**src/rtl/idsd_pkg.sv**
```systemverilog
package idsd_pkg;
  typedef enum logic [1:0] {
    TGT_LOW_RAM  = 2'd0,
    TGT_HIGH_RAM = 2'd1,
    TGT_SFR      = 2'd2,
    TGT_NONE     = 2'd3
  } target_e;
endpackage

```
**src/rtl/idsd_decode.sv**
```systemverilog
module idsd_decode
  import idsd_pkg::*;
#(
  parameter int ADDR_W    = 8,
  parameter bit UPPER_RAM = 1'b1
) (
  input  logic              indirect,
  input  logic [ADDR_W-1:0] addr,
  output target_e           tgt
);
  // The top address bit splits the space in half; the mode only matters above it.
  always_comb begin
    if (!addr[ADDR_W-1])   tgt = TGT_LOW_RAM;
    else if (!indirect)    tgt = TGT_SFR;
    else if (UPPER_RAM)    tgt = TGT_HIGH_RAM;
    else                   tgt = TGT_NONE;
  end
endmodule

```
**src/rtl/idsd_ram.sv**
```systemverilog
module idsd_ram #(
  parameter int DEPTH  = 256,
  parameter int DATA_W = 8,
  localparam int IDX_W = $clog2(DEPTH)
) (
  input  logic              clk,
  input  logic              re,
  input  logic              we,
  input  logic [IDX_W-1:0]  idx,
  input  logic [DATA_W-1:0] wdata,
  output logic [DATA_W-1:0] q
);
  logic [DATA_W-1:0] mem [DEPTH];

  // Read-before-write: a same-cycle read sees the old byte.
  always_ff @(posedge clk) begin
    if (we) mem[idx] <= wdata;
    if (re) q <= mem[idx];
  end
endmodule

```
**src/rtl/idsd_rdstage.sv**
```systemverilog
module idsd_rdstage
  import idsd_pkg::*;
#(
  parameter int DATA_W = 8
) (
  input  logic              clk,
  input  logic              rst_n,
  input  logic              rd,
  input  logic              wr,
  input  target_e           tgt,
  input  logic [DATA_W-1:0] sfr_rdata,
  input  logic [DATA_W-1:0] ram_q,
  output logic [DATA_W-1:0] rd_data,
  output logic              rd_valid,
  output logic              bad_access
);
  target_e           src_q;
  logic [DATA_W-1:0] sfr_q;

  always_ff @(posedge clk or negedge rst_n) begin
    if (!rst_n) begin
      rd_valid   <= 1'b0;
      bad_access <= 1'b0;
      src_q      <= TGT_NONE;
      sfr_q      <= '0;
    end else begin
      rd_valid   <= rd;
      bad_access <= (rd || wr) && (tgt == TGT_NONE);
      if (rd) begin
        src_q <= tgt;
        sfr_q <= sfr_rdata;
      end
    end
  end

  always_comb begin
    case (src_q)
      TGT_LOW_RAM, TGT_HIGH_RAM: rd_data = ram_q;
      TGT_SFR:                   rd_data = sfr_q;
      default:                   rd_data = '1;
    endcase
  end
endmodule

```
**src/rtl/idata_space_decoder.sv**
```systemverilog
module idata_space_decoder
  import idsd_pkg::*;
#(
  parameter int ADDR_W    = 8,
  parameter int DATA_W    = 8,
  parameter bit UPPER_RAM = 1'b1
) (
  input  logic              clk,
  input  logic              rst_n,
  input  logic              acc_rd,
  input  logic              acc_wr,
  input  logic              acc_indirect,
  input  logic [ADDR_W-1:0] acc_addr,
  input  logic [DATA_W-1:0] acc_wdata,
  output logic [DATA_W-1:0] rd_data,
  output logic              rd_valid,
  output logic              bad_access,
  output logic              sfr_sel,
  output logic              sfr_wr,
  output logic [ADDR_W-1:0] sfr_addr,
  output logic [DATA_W-1:0] sfr_wdata,
  input  logic [DATA_W-1:0] sfr_rdata
);
  localparam int FULL_DEPTH = 1 << ADDR_W;
  localparam int RAM_DEPTH  = UPPER_RAM ? FULL_DEPTH : FULL_DEPTH / 2;
  localparam int IDX_W      = $clog2(RAM_DEPTH);

  target_e           tgt;
  logic              ram_hit;
  logic [DATA_W-1:0] ram_q;

  idsd_decode #(.ADDR_W(ADDR_W), .UPPER_RAM(UPPER_RAM)) u_decode (
    .indirect (acc_indirect),
    .addr     (acc_addr),
    .tgt      (tgt)
  );

  assign ram_hit = (tgt == TGT_LOW_RAM) || (tgt == TGT_HIGH_RAM);

  idsd_ram #(.DEPTH(RAM_DEPTH), .DATA_W(DATA_W)) u_ram (
    .clk   (clk),
    .re    (acc_rd && ram_hit),
    .we    (acc_wr && ram_hit),
    .idx   (acc_addr[IDX_W-1:0]),
    .wdata (acc_wdata),
    .q     (ram_q)
  );

  assign sfr_sel   = (acc_rd || acc_wr) && (tgt == TGT_SFR);
  assign sfr_wr    = acc_wr && (tgt == TGT_SFR);
  assign sfr_addr  = acc_addr;
  assign sfr_wdata = acc_wdata;

  idsd_rdstage #(.DATA_W(DATA_W)) u_rdstage (
    .clk        (clk),
    .rst_n      (rst_n),
    .rd         (acc_rd),
    .wr         (acc_wr),
    .tgt        (tgt),
    .sfr_rdata  (sfr_rdata),
    .ram_q      (ram_q),
    .rd_data    (rd_data),
    .rd_valid   (rd_valid),
    .bad_access (bad_access)
  );
endmodule

```
**config.mk**
```make
export PLATFORM = sky130hd
export DESIGN_NAME = idata_space_decoder
export DESIGN_NICKNAME = d
export VERILOG_FILES = /design/src/rtl/idsd_pkg.sv /design/src/rtl/idsd_decode.sv /design/src/rtl/idsd_ram.sv /design/src/rtl/idsd_rdstage.sv /design/src/rtl/idata_space_decoder.sv
export SDC_FILE = /design/constraint.sdc
export NUM_CORES = 2
export LEC_CHECK = 0
export BUFFER_PORTS_ARGS = -buffer_cell sky130_fd_sc_hd__buf_4
export CORE_ASPECT_RATIO = 0.9
export CORE_MARGIN = 2
export CORE_UTILIZATION = 55
export CTS_CLUSTER_DIAMETER = 120
export DETAILED_ROUTE_END_ITERATION = 7
export PLACE_DENSITY_LB_ADDON = 0.25
export SLEW_MARGIN = 20
export SYNTH_ARGS = -nofsm -noshare
export SYNTH_HDL_FRONTEND = slang
export SYNTH_SLANG_ARGS = --single-unit
```
**constraint.sdc**
```tcl
create_clock -name clk -period 2.17 [get_ports clk]
set_input_delay 0.651 -clock clk [delete_from_list [all_inputs] [get_ports clk]]
set_output_delay 0.651 -clock clk [all_outputs]
set_load 0.1 [all_outputs]
```
After elaboration in Yosys (flattened, before gate mapping). Memories as Yosys holds them, arrays and structs flattened. A register that Yosys moved wholly into a read port is not among the register bits. Index checks and enable logic that the tools add are counted.

Equality and inequality tests: 5. Muxes and demuxes: 5. Reduce and logical (&&, ||, !) cells: 10.

Operator list (count): $pmux W8 S2 (1); $eq A2 B2 Y1 const B (3); $logic_and A1 B1 Y1 (5); $eq A2 B1 Y1 const B (2); $logic_not A2 Y1 (2); $mux W2 (2); $logic_or A1 B1 Y1 (2); $mux W1 (2); $reduce_or A2 Y1 (1).

Flip-flop bits (word level): 12. Memory bits (writable): 2048. Bits of input ports: 29. Word-level logic and storage cells: 25. Memories: 1.

Memories: u_ram.mem (words 256, bits a word 8, rd ports 1, clocked after Yosys merged registers in 1, wr ports 1, RTL line idsd_ram.sv:13) `logic [DATA_W-1:0] mem [DEPTH];`.

Depth between registers and ports, before layout.
Word-level depth: 7. Depth in mapped cells: 8. Mapped depth without buffers: 5.

Modules after synthesis. A second synthesis with hierarchy kept.

Cells, all modules: 3605. Area, all modules: 79293.5 um2.

Modules (own cells, without submodules): idsd_ram (times used 1, cells each 3547, area an instance 78572.9 um2, seq. area each 61739.2 um2); idsd_rdstage (times used 1, cells each 35, area an instance 545.5 um2, seq. area each 302.8 um2); idata_space_decoder (times used 1, cells each 21, area an instance 158.9 um2, seq. area each 0.0 um2); idsd_decode (times used 1, cells each 2, area an instance 16.3 um2, seq. area each 0.0 um2).

Least setup slack after synthesis. OpenSTA, ideal clock, no wires.

Path kind: register to output. From: register u_rdstage.src_q[1]. To: output port rd_data[3]. Data arrival time: 2535 ps. Data required time: 1519 ps. Setup slack: -1016 ps. Cell stages (with the launch flop): 5. Path buffers: 2. Cell sequence: dfstp_2 clkbuf_1 clkbuf_1 nor2_1 a21oi_1.

Longest elaborated chain between the ends: 3. Elaborated cells on any way between the ends: 5. Those cells by class: 2 x eq/ne; 1 x mux; 2 x reduce/logical.

Ends and longest elaborated chain: from (decl) (RTL line idsd_rdstage.sv:17) `target_e src_q;`; from (signal assigned) (RTL line idsd_rdstage.sv:30) `src_q <= tgt;`; $eq A2 B1 Y1 or $logic_not A2 Y1 (tied branches) (RTL line idsd_rdstage.sv:37) `case (src_q)`; $reduce_or A2 Y1 (RTL line idsd_rdstage.sv:37); $pmux W8 S2 * (RTL line idsd_rdstage.sv:37); to (decl) (RTL line idata_space_decoder.sv:15) `output logic [DATA_W-1:0] rd_data,`.

Mark *: on every way between the ends. The rest lies on a longest branch, timed or not.

Final worst setup path.
From: register u_rdstage.src_q[0]. To: output port rd_data[6].

Same word-level chain as after synthesis.

==> metrics.yaml <==
final_cell_area_um2: 97950
holdCritPathClass: "in2reg"
ys.flop_type: "edfxtp_1"
drive_above_1_share: 0.4420
finalMaxSlewViolations: 0
drv_cap: 0
p_leak_nw: 31.11
cp_slowest_cell: "dfstp_2"
synth-seq-cells: 2068
finalHoldViolations: 0
crit_path_frequent_cell: "buf_12"
synth_top_area_frac: 0.7814
cp_max_fo: 5
grt_pass1_vias: 41146
initial_core_util: 0.5560
avgViaCountPerCell: 6.542
fp-row-count: 131
synthTopCellsByArea: "edfxtp_1 (78%), mux4_2 (15%), a22oi_1 (2.4%)"
ant_nets: 0
synthToLayoutAreaGrowth_pct: 23.97
place_area_um2: 88870
routed_wl_um: 207800
synthesis.yosys.warnings: 0
finalNetCount: 4353
seq_area_frac_synth: 0.7852
dp_hpwl_um: 129200
cts_tree: "built"
worstPathRequired_ns: 1.52
root_buffer: "clkbuf_16"
synth_common_cells: "edfxtp_1 (2056), mux4_2 (512), nor2_1 (280), a22oi_1 (256), clkbuf_1 (152)"
violations: "negative setup slack"
path_cells: "buf_12 -> nor2_4 -> a21oi_4 -> buf_12"
p_int_mw: 64.99
postSynthAreaPerCell_um2: 21.93
crit_arrival_ns: 2.10
cts_buffer_depth: 3
critPathCaptureType: "output pin"
fp.dieW_um: 403.5
grt.overflow.total: 0
fp.dieArea_um2: 146700
final_core_util: 0.6893
antenna_found_initial: 0
yosys.area.top_type: "edfxtp_1"
worstSetupStartpointType: "register"
gp_congestion: 0.9001
async_flop_share: 0.005803
worst_clock_skew_ns: 0.03267
tightest_slew_ns: 0.8857
cp_slowest_stage_delay_ns: 0.56
track_usage: 0.2846
grt_pass1_wl_um: 296300
syn_area_um2: 79010
grt_max_degree: 131
stdcell_count: 6346
setup_ws_ns: -0.5819
io_pins: 57
drc_errors: 0
fin_hold_ws_ns: 0.07677
p_sw_mw: 17.90
fmax_ghz: 0.3634
synth_edf_count: 2056
syn_inst: 3602
clk_latency_ns: 0.84
fin_crit_sh: 1.268
setup_viol: 16
antennaDiodeCount: 0
dp_cells: 5880
combPwrFrac: 0.068
p_clk_frac: 0.400
tns_ns: -6.230
clk_pin_slew_ns: 0.06
synth.most_common_cell: "edfxtp_1"
worstSetupPathType: "reg2out"
synth_cell_types: 26
cts.sinks: 2068
ir_worst_vdd_mv: 0.9108
dr_total_vias: 41517
die_y_um: 363.6
status: "finished, violations left"
io_buffers: 56
slew_headroom: 0.4096
swShare: 0.2160
period_needed_ns: 2.752
drt_pre_antenna_iters: 6
routedWlPerCell_um: 32.75
h-tree-depth: 4
drtIter0Drc: 5465
design.core.area_um2: 142100
rsz0062_at_grt: "yes"
syn_nets: 3631
p_seq_frac: 0.532
p_per_area_nw_per_um2: 846.3
cts-buffers-inserted: 194
[area by class of cell]
type	instances	area (um2)
inverter	4	15.01
sequential	2068	62040
fill	8290	44160
clock inverter	101	904.6
tap	1862	2330
multi-input combinational	1286	18550
timing repair buffer	770	8853
clock buffer	255	5251
[final timing paths]
check	slack [ns]	end	cells after the start	start
max in group asynchronous	1.68	u_rdstage.src_q[1]	2	rst_n
worst max-delay path	-0.58	rd_data[6]	4	u_rdstage.src_q[0]
worst min-delay path	0.08	u_rdstage.sfr_q[5]	2	sfr_rdata[5]
min in group asynchronous	0.22	u_rdstage.bad_access	2	rst_n
worst max register to register	-0.24	u_ram.q[1]	5	u_ram.mem[44][1]
worst min register to register	0.52	u_rdstage.sfr_q[0]	1	u_rdstage.sfr_q[0]
[stage by stage]
stage                     power, mW  setup slack, ns
final                         82.90          -0.5819
after global placement        49.71           -2.012
after global routing          85.04          -0.6135
after floorplan               47.46          -0.3994
after detailed placement      49.80           -1.925
after CTS                     82.89          -0.5657
[power groups by stage]
stage,sequential [mW],clock (mW),combinational (mW)
global route,44.0,35.1,5.87
global placement,44.9,0,4.81
CTS,44.1,33.5,5.35
finish,44.1,33.2,5.65
floorplan,44.9,0,2.55
detailed placement,44.9,0,4.89
[logic make-up (layout without fill, tap and decap cells)]
group / Yosys count / after routing / synth area share
flops: 2068 / 2068 / 0.7852
simple gates: 339 / 339 / 0.01690
other cells: 1 / 1 / 0.00004746
compound gates: 425 / 425 / 0.03655
mux: 521 / 521 / 0.1472
buf+inv: 248 / 1130 / 0.01405
[layout by cell type, fill, tap and decap left out, types with 15 or more instances in the layout]
cell type  count
edfxtp_1    2056
buf_4        518
mux4_2       512
clkbuf_16    207
buf_12       188
nor2_4       157
a22oi_1      148
a22oi_2      108
nor2_1       104
a21oi_1       67
a21oi_2       53
clkbuf_1      51
clkinv_2      38
clkinv_1      36
nand2_2       20
buf_16        20
buf_6         20
nor2_2        19
a21oi_4       16
o41ai_2       16
buf_8         16
o41ai_4       15
[registers in the layout, indices dropped and copies added (netlist names)]
signal,flops
u_ram.mem,2048
u_ram.q,8
u_rdstage.src_q,2
u_rdstage.rd_valid,1
u_rdstage.bad_access,1
u_rdstage.sfr_q,8
[what timing repair did]
action | 4_1_cts | 5_1_grt
cloned | 5 | 7
hold buffers | 1 | 0
setup endpoints to repair | 186 | 112
hold endpoints to repair | 12 | 0
pin swaps | 60 | 61
gates resized for setup | 229 | 134
buffers inserted | 44 | 61
[metal layers]
| metal | routed length [um] | share of wire | track usage |
|---|---|---|---|
| met1 | 81080 | 0.39 | 0.4226 |
| met2 | 98700 | 0.47 | 0.4393 |
| met3 | 22180 | 0.11 | 0.05577 |
| met4 | 5858 | 0.028 | 0.07828 |
| met5 | 0 | 0 | 0 |
[critical path, delay by kind of cell, from the launching register on]
kind / cells / cell delay (ns)
DFF: 1 / 0.56
buffers and inverters: 2 / 0.35
AOI/OAI and AO/OA: 1 / 0.30
and+or+nand+nor: 1 / 0.04
(Power assumes the default switching activity.)
